===== config.mk =====
export PLATFORM = sky130hd
export DESIGN_NAME = rng_periph
export DESIGN_NICKNAME = d
export VERILOG_FILES = /design/src/rtl/rng_pkg.sv /design/src/rtl/rng_noise_src.sv /design/src/rtl/rng_conditioner.sv /design/src/rtl/rng_fifo.sv /design/src/rtl/rng_periph.sv
export SDC_FILE = /design/constraint.sdc
export NUM_CORES = 1
export LEC_CHECK = 0
export ABC_AREA = 1
export BUFFER_PORTS_ARGS = -buffer_cell sky130_fd_sc_hd__buf_2
export CORE_UTILIZATION = 56
export CTS_CLUSTER_DIAMETER = 60
export CTS_CLUSTER_SIZE = 12
export DETAILED_ROUTE_END_ITERATION = 8
export GPL_TIMING_DRIVEN = 1
export PLACE_DENSITY = 0.76
export SYNTH_ARGS = -nofsm -noshare
export SYNTH_HDL_FRONTEND = slang
export SYNTH_SLANG_ARGS = --single-unit

===== constraint.sdc =====
create_clock -name clk -period 4.3 [get_ports clk]
set_clock_uncertainty 0.2 [all_clocks]
set_input_delay 0.645 -clock clk [delete_from_list [all_inputs] [get_ports clk]]
set_output_delay 0.645 -clock clk [all_outputs]
set_load 0.05 [all_outputs]

===== src/rtl/rng_pkg.sv =====
package rng_pkg;
  localparam int unsigned DATA_W = 32;

  localparam logic [3:0] OFF_CTRL = 4'h0;
  localparam logic [3:0] OFF_STAT = 4'h4;
  localparam logic [3:0] OFF_DATA = 4'h8;

  localparam int unsigned C_EN      = 2;
  localparam int unsigned C_IE      = 3;
  localparam int unsigned C_NOCLKCHK = 5;
  localparam int unsigned C_DIV_LO  = 16;
  localparam int unsigned C_CRST    = 30;

  localparam int unsigned S_RDY     = 0;
  localparam int unsigned S_CLK_NOW = 1;
  localparam int unsigned S_SEED_NOW = 2;
  localparam int unsigned S_CLK_HELD = 5;
  localparam int unsigned S_SEED_HELD = 6;

  localparam logic [DATA_W-1:0] CTRL_MASK = 32'h43FF_FF2C;
endpackage


===== src/rtl/rng_noise_src.sv =====
module rng_noise_src #(
  parameter int unsigned DIV_W  = 4,
  parameter int unsigned LFSR_W = 32,
  parameter logic [LFSR_W-1:0] SEED = 32'hACE1_2B57,
  parameter logic [LFSR_W-1:0] TAPS = 32'h8020_0003
) (
  input  logic             clk,
  input  logic             rst_n,
  input  logic             run,
  input  logic [DIV_W-1:0] div,
  output logic             tick,
  output logic             nbit
);
  localparam int unsigned PRE_W = (1 << DIV_W) - 1;

  logic [PRE_W-1:0]  pre_q;
  logic [PRE_W-1:0]  pre_mask;
  logic [LFSR_W-1:0] lfsr_q;

  assign pre_mask = ~({PRE_W{1'b1}} << div);
  assign tick     = run && ((pre_q & pre_mask) == pre_mask);
  assign nbit     = lfsr_q[0];

  always_ff @(posedge clk or negedge rst_n) begin
    if (!rst_n) begin
      pre_q  <= '0;
      lfsr_q <= SEED;
    end else begin
      if (!run) pre_q <= '0;
      else      pre_q <= pre_q + 1'b1;
      if (tick) begin
        if (lfsr_q[0]) lfsr_q <= (lfsr_q >> 1) ^ TAPS;
        else           lfsr_q <= lfsr_q >> 1;
      end
    end
  end
endmodule


===== src/rtl/rng_conditioner.sv =====
module rng_conditioner #(
  parameter int unsigned WORD_W = 32
) (
  input  logic              clk,
  input  logic              rst_n,
  input  logic              clear,
  input  logic              tick,
  input  logic              nbit,
  output logic              out_valid,
  input  logic              out_ready,
  output logic [WORD_W-1:0] out_data
);
  localparam int unsigned CNT_W = $clog2(WORD_W + 1);
  localparam logic [CNT_W-1:0] FULL = CNT_W'(WORD_W);

  logic [WORD_W-1:0] sh_q;
  logic [CNT_W-1:0]  cnt_q;

  assign out_valid = (cnt_q == FULL);
  assign out_data  = sh_q;

  always_ff @(posedge clk or negedge rst_n) begin
    if (!rst_n) begin
      sh_q  <= '0;
      cnt_q <= '0;
    end else if (clear) begin
      sh_q  <= '0;
      cnt_q <= '0;
    end else if (out_valid) begin
      if (out_ready) cnt_q <= '0;
    end else if (tick) begin
      sh_q  <= {sh_q[WORD_W-2:0], nbit};
      cnt_q <= cnt_q + 1'b1;
    end
  end
endmodule


===== src/rtl/rng_fifo.sv =====
module rng_fifo #(
  parameter int unsigned W     = 32,
  parameter int unsigned DEPTH = 12
) (
  input  logic                       clk,
  input  logic                       rst_n,
  input  logic                       flush,
  input  logic                       in_valid,
  output logic                       in_ready,
  input  logic [W-1:0]               in_data,
  output logic                       out_valid,
  input  logic                       out_ready,
  output logic [W-1:0]               out_data,
  output logic [$clog2(DEPTH+1)-1:0] count
);
  localparam int unsigned PTR_W = (DEPTH > 1) ? $clog2(DEPTH) : 1;
  localparam int unsigned CNT_W = $clog2(DEPTH + 1);
  localparam logic [PTR_W-1:0] LAST = PTR_W'(DEPTH - 1);

  logic [W-1:0]     mem [DEPTH];
  logic [PTR_W-1:0] wp_q, rp_q;
  logic [CNT_W-1:0] cnt_q;
  logic             push, pop;

  assign in_ready  = (cnt_q != CNT_W'(DEPTH));
  assign out_valid = (cnt_q != '0);
  assign out_data  = mem[rp_q];
  assign count     = cnt_q;
  assign push      = in_valid && in_ready;
  assign pop       = out_valid && out_ready;

  always_ff @(posedge clk) begin
    if (push) mem[wp_q] <= in_data;
  end

  always_ff @(posedge clk or negedge rst_n) begin
    if (!rst_n) begin
      wp_q  <= '0;
      rp_q  <= '0;
      cnt_q <= '0;
    end else if (flush) begin
      wp_q  <= '0;
      rp_q  <= '0;
      cnt_q <= '0;
    end else begin
      if (push) wp_q <= (wp_q == LAST) ? '0 : wp_q + 1'b1;
      if (pop)  rp_q <= (rp_q == LAST) ? '0 : rp_q + 1'b1;
      case ({push, pop})
        2'b10:   cnt_q <= cnt_q + 1'b1;
        2'b01:   cnt_q <= cnt_q - 1'b1;
        default: cnt_q <= cnt_q;
      endcase
    end
  end
endmodule


===== src/rtl/rng_periph.sv =====
module rng_periph #(
  parameter int unsigned ADDR_W = 4,
  parameter int unsigned DEPTH  = 12,
  parameter int unsigned DIV_W  = 4
) (
  input  logic              clk,
  input  logic              rst_n,
  input  logic              reg_en,
  input  logic              reg_we,
  input  logic [ADDR_W-1:0] reg_addr,
  input  logic [31:0]       reg_wdata,
  output logic [31:0]       reg_rdata,
  input  logic              seed_fault,
  input  logic              clk_fault,
  output logic              irq
);
  import rng_pkg::*;

  localparam int unsigned CNT_W = $clog2(DEPTH + 1);

  logic [DATA_W-1:0] ctrl_q;
  logic              en, ie, noclk, crst;
  logic [DIV_W-1:0]  div;
  logic              held_clk_q, held_seed_q, blocked_q;
  logic              clk_now, run;
  logic              wr_ctrl, wr_stat, rd_data;
  logic              tick, nbit;
  logic              st_valid, st_ready;
  logic [DATA_W-1:0] st_data;
  logic              drdy, pop;
  logic [DATA_W-1:0] fifo_data;
  logic [CNT_W-1:0]  fifo_cnt;
  logic [DATA_W-1:0] stat;

  assign en    = ctrl_q[C_EN];
  assign ie    = ctrl_q[C_IE];
  assign noclk = ctrl_q[C_NOCLKCHK];
  assign div   = ctrl_q[C_DIV_LO +: DIV_W];
  assign crst  = ctrl_q[C_CRST];

  assign wr_ctrl = reg_en && reg_we && (reg_addr == ADDR_W'(OFF_CTRL));
  assign wr_stat = reg_en && reg_we && (reg_addr == ADDR_W'(OFF_STAT));
  assign rd_data = reg_en && !reg_we && (reg_addr == ADDR_W'(OFF_DATA));
  assign pop     = rd_data && drdy;

  assign clk_now = clk_fault && !noclk;
  assign run     = en && !crst && !blocked_q;

  always_ff @(posedge clk or negedge rst_n) begin
    if (!rst_n) begin
      ctrl_q      <= '0;
      held_clk_q  <= 1'b0;
      held_seed_q <= 1'b0;
      blocked_q   <= 1'b0;
    end else begin
      if (wr_ctrl) ctrl_q <= reg_wdata & CTRL_MASK;
      held_clk_q  <= clk_now ||
                     (held_clk_q && !(wr_stat && !reg_wdata[S_CLK_HELD]));
      held_seed_q <= seed_fault ||
                     (held_seed_q && !(wr_stat && !reg_wdata[S_SEED_HELD]));
      blocked_q   <= seed_fault || (blocked_q && (held_seed_q || drdy));
    end
  end

  rng_noise_src #(.DIV_W(DIV_W), .LFSR_W(DATA_W)) u_noise (
    .clk  (clk),
    .rst_n(rst_n),
    .run  (run),
    .div  (div),
    .tick (tick),
    .nbit (nbit)
  );

  rng_conditioner #(.WORD_W(DATA_W)) u_cond (
    .clk      (clk),
    .rst_n    (rst_n),
    .clear    (!run),
    .tick     (tick),
    .nbit     (nbit),
    .out_valid(st_valid),
    .out_ready(st_ready),
    .out_data (st_data)
  );

  rng_fifo #(.W(DATA_W), .DEPTH(DEPTH)) u_fifo (
    .clk      (clk),
    .rst_n    (rst_n),
    .flush    (crst),
    .in_valid (st_valid),
    .in_ready (st_ready),
    .in_data  (st_data),
    .out_valid(drdy),
    .out_ready(pop),
    .out_data (fifo_data),
    .count    (fifo_cnt)
  );

  always_comb begin
    stat = '0;
    stat[S_RDY]       = drdy;
    stat[S_CLK_NOW]   = clk_now;
    stat[S_SEED_NOW]  = seed_fault;
    stat[S_CLK_HELD]  = held_clk_q;
    stat[S_SEED_HELD] = held_seed_q;
  end

  always_comb begin
    reg_rdata = '0;
    if (reg_en && !reg_we) begin
      case (reg_addr)
        ADDR_W'(OFF_CTRL): reg_rdata = ctrl_q;
        ADDR_W'(OFF_STAT): reg_rdata = stat;
        ADDR_W'(OFF_DATA): reg_rdata = drdy ? fifo_data : '0;
        default:           reg_rdata = '0;
      endcase
    end
  end

  assign irq = ie && (drdy || held_clk_q || held_seed_q);
endmodule


# Word-level counts from Yosys, hierarchy flattened
# Memory sizes are Yosys's and may differ from the RTL's.
# Cells that the tools add are included.
# Widths: inputs -> output; s select.
[totals] ff_bits=122 memories=1 in_bits=42 output_inout_bits=33 ramBits=384 elab_cells=96
[op_classes] eq_ne=13 n_shift=1 n_bitwise=3 muxes=22 add_sub_neg=6 reduce_logical=39
[mem_list] memory="u_fifo.mem" words=12 width=32 read_ports=1 rd_clocked_by_memory_dff=0 wr=1 line_no="rng_fifo.sv:20" rtl="logic [W-1:0] mem [DEPTH];"
[ops] op="$mux 32" count=6
[ops] op="$pmux 32 s3" count=1
[ops] op="$mux 4" count=7
[ops] op="$mux 6" count=4
[ops] op="$logic_and 1x1->1" count=18
[ops] op="$add 15x1->15 const B" count=1
[ops] op="$and 15x15->15" count=1
[ops] op="$eq 15x15->1" count=1
[ops] op="$mux 15" count=1
[ops] op="$not 15->15" count=1
[ops] op="$shl 15x4->15 const A" count=1
[ops] op="$add 4x1->4 const B" count=3
[ops] op="$eq 4x4->1 const B" count=3
[ops] op="$logic_not 1->1" count=8
[ops] op="$pmux 4 s2" count=1
[ops] op="$add 6x1->6 const B" count=1
[ops] op="$eq 6x6->1 const B" count=1
[ops] op="$logic_or 1x1->1" count=6
[ops] op="$eq 4x3->1 const B" count=1
[ops] op="$logic_not 4->1" count=1
[ops] op="$ne 2x2->1 const B" count=2
[ops] op="$ne 4x4->1 const B" count=1
[ops] op="$not 3->4" count=1
[ops] op="$reduce_and 2->1" count=2
[ops] op="9 further kinds" count=11

# Depth between registers and ports, before layout
# Gate-level depths: netlist of the first run.
[logic_depth] word_depth=8 depth_mapped=15 ltp_nobuf=15

# Cells and area by module
# Synthesis of the first run repeated with hierarchy kept, for this count alone.
[unflattened] hier_cells=1876 area_unflattened_um2=21358.0
[modules_own_cells] module="rng_fifo" instances=1 cells_per_inst=1195 seq_area_each_um2=11831.3 area_each_um2=15758.9
[modules_own_cells] module="rng_noise_src" instances=1 cells_per_inst=279 seq_area_each_um2=1197.4 area_each_um2=2263.4
[modules_own_cells] module="rng_periph" instances=1 cells_per_inst=241 seq_area_each_um2=625.6 area_each_um2=1670.4
[modules_own_cells] module="rng_conditioner" instances=1 cells_per_inst=161 seq_area_each_um2=950.9 area_each_um2=1665.3

# Worst setup path before layout of the first run
# Ideal clock, no wire load.
[synth_path] path_kind="register to register" from="register u_cond.cnt_q[0]" to="memory u_fifo.mem[10][0], enable pin" path_buffers=1 setup_slack_ns=0.347 setup_time_ns=0.461 arrival_ns=3.292 period_less_slack_ns=3.953 t_required_ns=3.639 stages_incl_launch_ff=8 cell_sequence="dfrtp_1 > inv_1 > ha_1 > nand3_1 > nor2_1 > nand2_1 > buf_2 > nor3_1"
[synth_via] elab_chain_cells=4
[synth_rtl] item="from (decl)" line_no="rng_conditioner.sv:17" rtl="logic [CNT_W-1:0] cnt_q;"
[synth_rtl] item="from (signal assigned)" line_no="rng_conditioner.sv:33" rtl="cnt_q <= cnt_q + 1'b1;"
[synth_rtl] item="$eq 6x6->1" line_no="rng_conditioner.sv:19" rtl="assign out_valid = (cnt_q == FULL);"
[synth_rtl] item="$logic_and 1x1->1" line_no="rng_fifo.sv:29" rtl="assign push = in_valid && in_ready;"
[synth_rtl] item="$mux 1" line_no="rng_fifo.sv:33" rtl="if (push) mem[wp_q] <= in_data;"
[synth_rtl] item="$mux 1 (implied by the code)" line_no="rng_fifo.sv:33"
[synth_rtl] item="to (decl)" line_no="rng_fifo.sv:20"
# Every way passes these cells.

# Final worst setup path of the first run
[layout_path] from="register u_fifo.rp_q[0]" to="output reg_rdata[30]"
[layout_via] elab_chain_cells=4
[layout_rtl] item="from (decl)" line_no="rng_fifo.sv:21" rtl="logic [PTR_W-1:0] wp_q, rp_q;"
[layout_rtl] item="from (signal assigned)" line_no="rng_fifo.sv:47" rtl="if (pop) rp_q <= (rp_q == LAST) ? '0 : rp_q + 1'b1;"
[layout_rtl] item="$mem_v2 12x32"
[layout_rtl] item="$mux 32" line_no="rng_periph.sv:113" rtl="ADDR_W'(OFF_DATA): reg_rdata = drdy ? fifo_data : '0;"
[layout_rtl] item="$pmux 32 s3" line_no="rng_periph.sv:110" rtl="case (reg_addr)"
[layout_rtl] item="$mux 32" line_no="rng_periph.sv:109" rtl="if (reg_en && !reg_we) begin"
[layout_rtl] item="to (decl)" line_no="rng_periph.sv:12" rtl="output logic [31:0] reg_rdata,"
# Every way passes these cells.

==> out/metrics.yaml, run 1 <==
route:
  drc: 0
  totalWireLength_um: 50400
  via_per_inst: 6.07
  vias: 14400
  wl_per_cell_um: 21.2
  dr.pass1.iters: 8
  antenna_left: 0
  drt_iter0_drc: 1396
sta:
  finalMaxSlewViolations: 0
  holdWs_ps: 110
  worstMarginPinSlew_ps: 1120
  timing.final.crit_share_pct: 90.8
  fmax_mhz: 256
  finalSetupViolCount: 0
  grt_setup_unrepaired: "no"
  slew_headroom_pct: 25.4
  fin_crit_ps: 3910
  hold_viol: 0
  fin_ws_ps: 394
  fin_tns_setup_ps: 0
die:
  core_mm2: 0.0367
  die_area_mm2: 0.0381
  die_y_um: 195
  ioPinCount: 75
  start_util_pct: 57.0
  std_cell_rows: 70
  die_w_um: 195
setup_path:
  critical_path_class: "flip-flop to output port"
  cp.required_ps: 3450
  crit_path_max_fanout: 58
  end_kind: "output port"
  crit_path_start_kind: "flip-flop"
  cp.arrival_ps: 3060
global_routing:
  grt_max_degree: 94
  grt-ovfl-total: 0
  grt_pass1_vias: 14000
  antenna_found_initial: 3
  grt_usage_pct: 26.6
  grt_pass1_wl_um: 77600
pwr:
  p_leak_nw: 7.79
  p_per_area_mw_per_mm2: 404
  irDropWorstVdd_mv: 0.315
finish:
  layout-drive-gt1-share_pct: 11.5
  nNetsFinal: 1920
  areaGrowthSynthToFinish_pct: 11.1
  final_util_pct: 63.4
  stdcell_area_mm2: 0.0232
  diodes: 0
yosys:
  synthCells: 1827
  synthesis.area_mm2: 0.0209
  synth_area_leaders: "edfxtp_1, dfrtp_1, nand3_1"
  async_flop_share_pct: 24.1
  syn_avg_cell_area_um2: 11.4
  synthTopCellsByCount: "edfxtp_1, nand2_1, nand3_1, nor2_1, o21ai_0"
  ys_seq_area_share_pct: 69.8
  synthMostInstantiatedCell: "edfxtp_1"
  syn-num-nets: 1879
  yosysTopAreaCell: "edfxtp_1"
  ys_seq_elements: 506
  synth_top_cell_area_share_pct: 55.1
  yosysWarnings: 0
  synth_ff_type: "edfxtp_1"
  synth_edf_count: 384
  yosysUniqueCellTypes: 44
cts:
  path_clk_slew_ps: 60
  cts_buffers: 48
  htreeDepth: 2
  clk_latency_ps: 540
  cts_resized: 0
  clockBufferDepth: 3
  clock-root-buffer: "clkbuf_16"
  cts_sinks: 506
  cts_tree: "yes"
placed_design:
  dpl.hpwl_um: 27300
  io_buffers: 65
  placed_cell_area_mm2: 0.0219
  preCtsSetupSlack_ps: 735
  gp_congestion: 0.817
min_path:
  hold_class: "input port to flip-flop"
run_status:
  status: "complete, no violations"
job:
  maxCapViolCount: 0
[worst paths after layout]
path	from	to	slack (ps)	depth (start not counted)
min in group asynchronous	rst_n	u_noise.pre_q[5]$_DFF_PN0_	490	2
max reg2reg	u_cond.cnt_q[0]$_DFFE_PN0P_	u_fifo.mem[1][11]$_DFFE_PP_	940	9
min reg2reg	u_noise.lfsr_q[21]$_DFFE_PN1P_	u_noise.lfsr_q[21]$_DFFE_PN1P_	270	2
min	reg_wdata[25]	ctrl_q[25]$_DFFE_PN0P_	110	2
max in group asynchronous	rst_n	u_fifo.rp_q[0]$_DFFE_PN0P_	2480	3
max	u_fifo.rp_q[0]$_DFFE_PN0P_	reg_rdata[30]	390	8
[cell usage in the layout, fill, tap and decap left out, drive strengths merged]
master	count
nor3	19
dfrtp	105
nor2	185
o31a	1
clkbuf	87
ha	10
nand3	231
o31ai	2
o21bai	2
o211ai	5
inv	97
nor4	1
dfstp	17
nand4	5
dlygate4sd3	1
nand2	296
nand3b	1
and3	1
buf	102
edfxtp	384
clkinv	3
xnor2	4
o21ai	203
xor2	5
a21oi	48
o221ai	25
a31oi	7
o22ai	43
a21o	1
mux2	15
[registers in the layout, indices dropped and copies added, names as in the netlist]
register,flops
blocked_q,1
ctrl_q,22
held_clk_q,1
held_seed_q,1
u_cond.cnt_q,6
u_cond.out_data,32
u_fifo.count,4
u_fifo.mem,384
u_fifo.rp_q,4
u_fifo.wp_q,4
u_noise.lfsr_q,32
u_noise.pre_q,15
[where the power goes]
| group | total, mW | switching [mW] | leakage (nW) | internal [mW] |
|---|---|---|---|---|
| clock network | 3.85 | 1.70 | 0.659 | 2.15 |
| registers | 5.29 | 0.0457 | 4.22 | 5.25 |
| logic | 0.249 | 0.171 | 2.91 | 0.0775 |
| total | 9.39 | 1.91 | 7.79 | 7.48 |
[metal layers]
layer | up-vias | GRT usage [%] | part of all wire [%]
met2 | 695 | 44.9 | 50
met5 | - | 0 | 0.036
met4 | 4 | 8.81 | 2.5
met3 | 114 | 4.34 | 8.3
met1 | 7045 | 35.2 | 40
li1 | 6546 | - | -
[layout make-up]
cell class | count | area, um2
Clock inverter | 1 | 8.76
Fill cell | 2659 | 13400
Clock buffer | 87 | 1380
Tap cell | 468 | 586
Sequential cell | 506 | 14600
Inverter | 99 | 374
Multi-Input combinational cell | 1110 | 5520
Timing Repair Buffer | 103 | 769
[critical path, stage by stage, from the launching register on]
cell and delay, ps:
dfrtp_4 850, buf_4 520, nand2_1 90, nand3_1 110, nand3_1 70, nand3_1 110, nand3_1 100, a21oi_1 300
buf_2 340
[timing repair]
| item | 4_1_cts | 5_1_grt |
|---|---|---|
| buffers inserted | 0 | 0 |
| hold buffers | 1 | 0 |
| endpoints found under the hold margin | 53 | 0 |
[cell families (layout without fill, tap and decap cells)]
kind of cell	count (synthesis)	in the layout	synth area share (%)
AND/OR/NAND/NOR	739	739	15.2
AO/OA/AOI/OAI	337	337	9.00
buffers and inverters	211	290	4.20
multiplexers	15	15	0.808
adder cells (fa/ha/maj)	10	10	0.598
flip-flops	506	506	69.8
XOR/XNOR	9	9	0.377
[through the flow]
stage                     cells  total power, mW
after floorplan            1827             5.53
after global placement     2285             5.63
after detailed placement   2285             5.64
after CTS                  2374             9.42
after global routing       2374             9.65
final                      2374             9.39
(Power assumes the default switching activity.)
==> inputs of run 2 (changes only) <==
--- a/config.mk
+++ b/config.mk
@@ -5,14 +5,13 @@
 export SDC_FILE = /design/constraint.sdc
 export NUM_CORES = 1
 export LEC_CHECK = 0
-export ABC_AREA = 1
 export BUFFER_PORTS_ARGS = -buffer_cell sky130_fd_sc_hd__buf_2
-export CORE_UTILIZATION = 56
+export CORE_UTILIZATION = 55
 export CTS_CLUSTER_DIAMETER = 60
 export CTS_CLUSTER_SIZE = 12
 export DETAILED_ROUTE_END_ITERATION = 8
-export GPL_TIMING_DRIVEN = 1
-export PLACE_DENSITY = 0.76
+export GPL_TIMING_DRIVEN = 0
+export PLACE_DENSITY = 0.75
 export SYNTH_ARGS = -nofsm -noshare
 export SYNTH_HDL_FRONTEND = slang
 export SYNTH_SLANG_ARGS = --single-unit
==> run 2 against run 1 <==
  * Core utilization rose by 0.59 points
  * Critical path depth fell by 2
  * First-iteration DRC count fell by 24%
  * Die area fell by 1.6%
  * Total power rose by 0.82%
  * Worst hold slack improved by 18 ps
  * Routed wire length fell by 10%
  * Final area fell by 1.5%
  * Largest cell class unchanged
==> out/metrics.yaml, run 2 <==
placed_design:
  io_buffers: 65  # unchanged
  dpl.hpwl_um: 27600  # +1.2%
  dp.cells: 1662  # -27%
  placed_cell_area_mm2: 0.0214  # -1.9%
  gp_congestion: 0.801  # -1.9%
die:
  core_mm2: 0.0358  # -2.4%
  die_w_um: 194  # -0.82%
  start_util_pct: 56.4  # -0.60 points
  die_area_mm2: 0.0375  # -1.6%
  ioPinCount: 75  # unchanged
  std_cell_rows: 69  # -1.4%
  die_y_um: 194  # -0.82%
finish:
  fin_cells: 1753  # -26%
  final_cell_mix: "edfxtp_1, dfrtp_1, mux4_2, buf_2, nor2_1"
  largest_reg_flops: 384  # unchanged
  largest_register: "u_fifo.mem"
  stdcell_area_mm2: 0.0229  # -1.5%
  final_util_pct: 63.9  # +0.59 points
  final_common_cell: "edfxtp_1"
  nNetsFinal: 1303  # -32%
  layout-drive-gt1-share_pct: 27.3  # +16 points
  areaGrowthSynthToFinish_pct: 13.4
min_path:
  hold_path_end: "ctrl_q[10]$_DFFE_PN0P_"
  whs_path_depth: 2  # unchanged
  hold_class: "input port to flip-flop"
  hp-start: "reg_wdata[10]"
route:
  drc: 0  # unchanged
  wl_per_cell_um: 25.8  # +22%
  drt_iter0_drc: 1058  # -24%
  totalWireLength_um: 45300  # -10%
  dr.pass1.iters: 5  # -3
  via_per_inst: 6.26  # +3.2%
  vias: 11000  # -24%
  antenna_left: 0  # unchanged
cts:
  cts_buffers: 48  # unchanged
  clk_latency_ps: 550  # about the same
  path_clk_slew_ps: 60  # about the same
  cts_sinks: 506  # unchanged
  cts_tree: "yes"
  clock-root-buffer: "clkbuf_16"
  clockBufferDepth: 3  # unchanged
  htreeDepth: 2  # unchanged
yosys:
  async_flop_share_pct: 24.1  # unchanged
  yosysWarnings: 0  # unchanged
  ys_seq_area_share_pct: 72.3  # +2.5 points
  synthMostInstantiatedCell: "edfxtp_1"
  synth_top_cell_area_share_pct: 57.1  # +1.9 points
  synth_area_leaders: "edfxtp_1, dfrtp_1, mux4_2"
  syn_avg_cell_area_um2: 18.0  # +58%
  yosysTopAreaCell: "edfxtp_1"
  syn-num-nets: 1172  # -38%
  synth_edf_count: 384  # unchanged
  synth_ff_type: "edfxtp_1"
  synthCells: 1120  # -39%
  ys_seq_elements: 506  # unchanged
  synthTopCellsByCount: "edfxtp_1, dfrtp_1, mux4_2, nor2_1, mux2_2"
  synthesis.area_mm2: 0.0202  # -3.4%
  yosysUniqueCellTypes: 63  # +43%
global_routing:
  grt-ovfl-total: 0  # unchanged
  grt_use_met3_pct: 4.09  # -0.25 points
  antenna_found_initial: 2  # -1
  grt_pass1_vias: 11400  # -19%
  busiest_layer: "met2"
  grt_max_degree: 97  # +3.2%
  use_met1_pct: 34.4  # -0.86 points
  grt_usage_pct: 24.8  # -1.8 points
  use_met2_pct: 40.6  # -4.3 points
  grt_pass1_wl_um: 69100  # -11%
setup_path:
  cp.required_ps: 3450  # about the same
  slowest_delay_ps: 1180  # +330 ps
  rr_worst_depth: 7  # -2
  end_kind: "output port"
  critical_path_class: "input port to output port"
  rrSetupSlack_ps: 1030  # +90 ps
  cp.arrival_ps: 3450  # +390 ps
  crit_path_max_fanout: 10  # -83%
  crit_path_start_kind: "input port"
  worst_path_max_delay_cell: "nor4_1"
  worstPathCellList: "buf_2 -> nor4_1 -> clkbuf_1 -> a22oi_1 -> nor2_1 -> buf_2"
  r2r-end: "u_fifo.mem[0][5]$_DFFE_PP_"
  rr_startpoint: "u_cond.cnt_q[0]$_DFFE_PN0P_"
  cp_common_cell: "buf_2"
pwr:
  irDropWorstVdd_mv: 0.361  # +15%
  p_total_mw: 9.47  # +0.82%
  p_leak_nw: 7.01  # -10%
  p_per_area_mw_per_mm2: 413  # +2.3%
sta:
  hold_viol: 0  # unchanged
  finalMaxSlewViolations: 0  # unchanged
  fmax_mhz: 233  # -9.0%
  grt_setup_unrepaired: "no"
  finalSetupViolCount: 0  # unchanged
  slew_headroom_pct: 3.98  # -21 points
  timing.final.crit_share_pct: 99.9  # +9.0 points
  fin_crit_ps: 4290  # +388 ps
  worstMarginPinSlew_ps: 1430  # +309 ps
run_status:
  status: "complete, no violations"
job:
  maxCapViolCount: 0  # unchanged
-- run 2: cell count changes in the layout (fill, tap and decap cells not counted), sizes merged, moves of 41 or more --
cell    previous run  this run
clkbuf            87       128
nor2             185        80
mux4               0        96
inv               97         9
nand3            231        12
o21ai            203        42
o22ai             43         0
nand2            296        41
-- run 2: worst max path at each step --
stage,startpoint,endpoint,depth (start not counted)
detailed placement,reg_addr[1],reg_rdata[3],6
global placement,u_cond.cnt_q[0]$_DFFE_PN0P_,u_fifo.mem[3][5]$_DFFE_PP_,6
global route,reg_addr[1],reg_rdata[14],6
finish,reg_addr[1],reg_rdata[3],6
CTS,u_fifo.rp_q[0]$_DFFE_PN0P_,reg_rdata[25],8
floorplan,u_cond.cnt_q[0]$_DFFE_PN0P_,u_fifo.mem[3][0]$_DFFE_PP_,6
-- run 2: stage by stage --
| stage | TNS, ps | hold slack (ps) | worst slack, ps |
|---|---|---|---|
| finish | 0 | 128 | 5.52 |
| global route | 0 | 117 | 34.8 |
| CTS | 0 | 114 | 5.30 |
| detailed placement | 0 | 275 | 206 |
| global placement | -97750 | 262 | -2970 |
| floorplan | 0 | 149 | 43.6 |
-- run 2: kinds of logic after synthesis --
kind of cell	count (synthesis)	synth area share, %
AO/OA/AOI/OAI	138	4.95
XOR/XNOR	17	0.737
adder cells (fa/ha/maj)	10	0.619
buffers and inverters	72	1.49
flip-flops	506	72.3
multiplexers	182	15.3
AND/OR/NAND/NOR	195	4.66
-- run 2: worst max-delay path, delay by kind of cell --
family	cells	cell delay, ps
AND/OR/NAND/NOR	2	1420
buffers and inverters	3	1170
AO/OA/AOI/OAI	1	200
-- run 2: cell type report --
cell class	count	area, um2
diodes	2	5.00
plain buffers	62	275
clock buffers	88	1440
clock inverters	1	16.3
fillers	2399	12900
inverters	9	33.8
multi-input cells	542	5330
flip-flops and latches	506	14600
well taps	461	577
repair buffers	82	638
-- run 2: power breakdown --
group	internal (mW)	switching, mW	total (mW)
registers	5.24	0.0394	5.28
logic	0.0894	0.140	0.230
clock network	2.24	1.71	3.95
total	7.57	1.89	9.47
-- run 2: layer usage --
layer | up-vias | routed length, um
met5 | - | 0
met4 | 0 | 1350
met2 | 480 | 22300
li1 | 4706 | -
met3 | 98 | 3240
met1 | 5696 | 18400
-- run 2: repair_timing --
item,4_1_cts,5_1_grt
gates resized for setup,6,7
hold buffers,1,0
buffers inserted,0,0
setup endpoints to repair,14,12
endpoints found under the hold margin,26,0
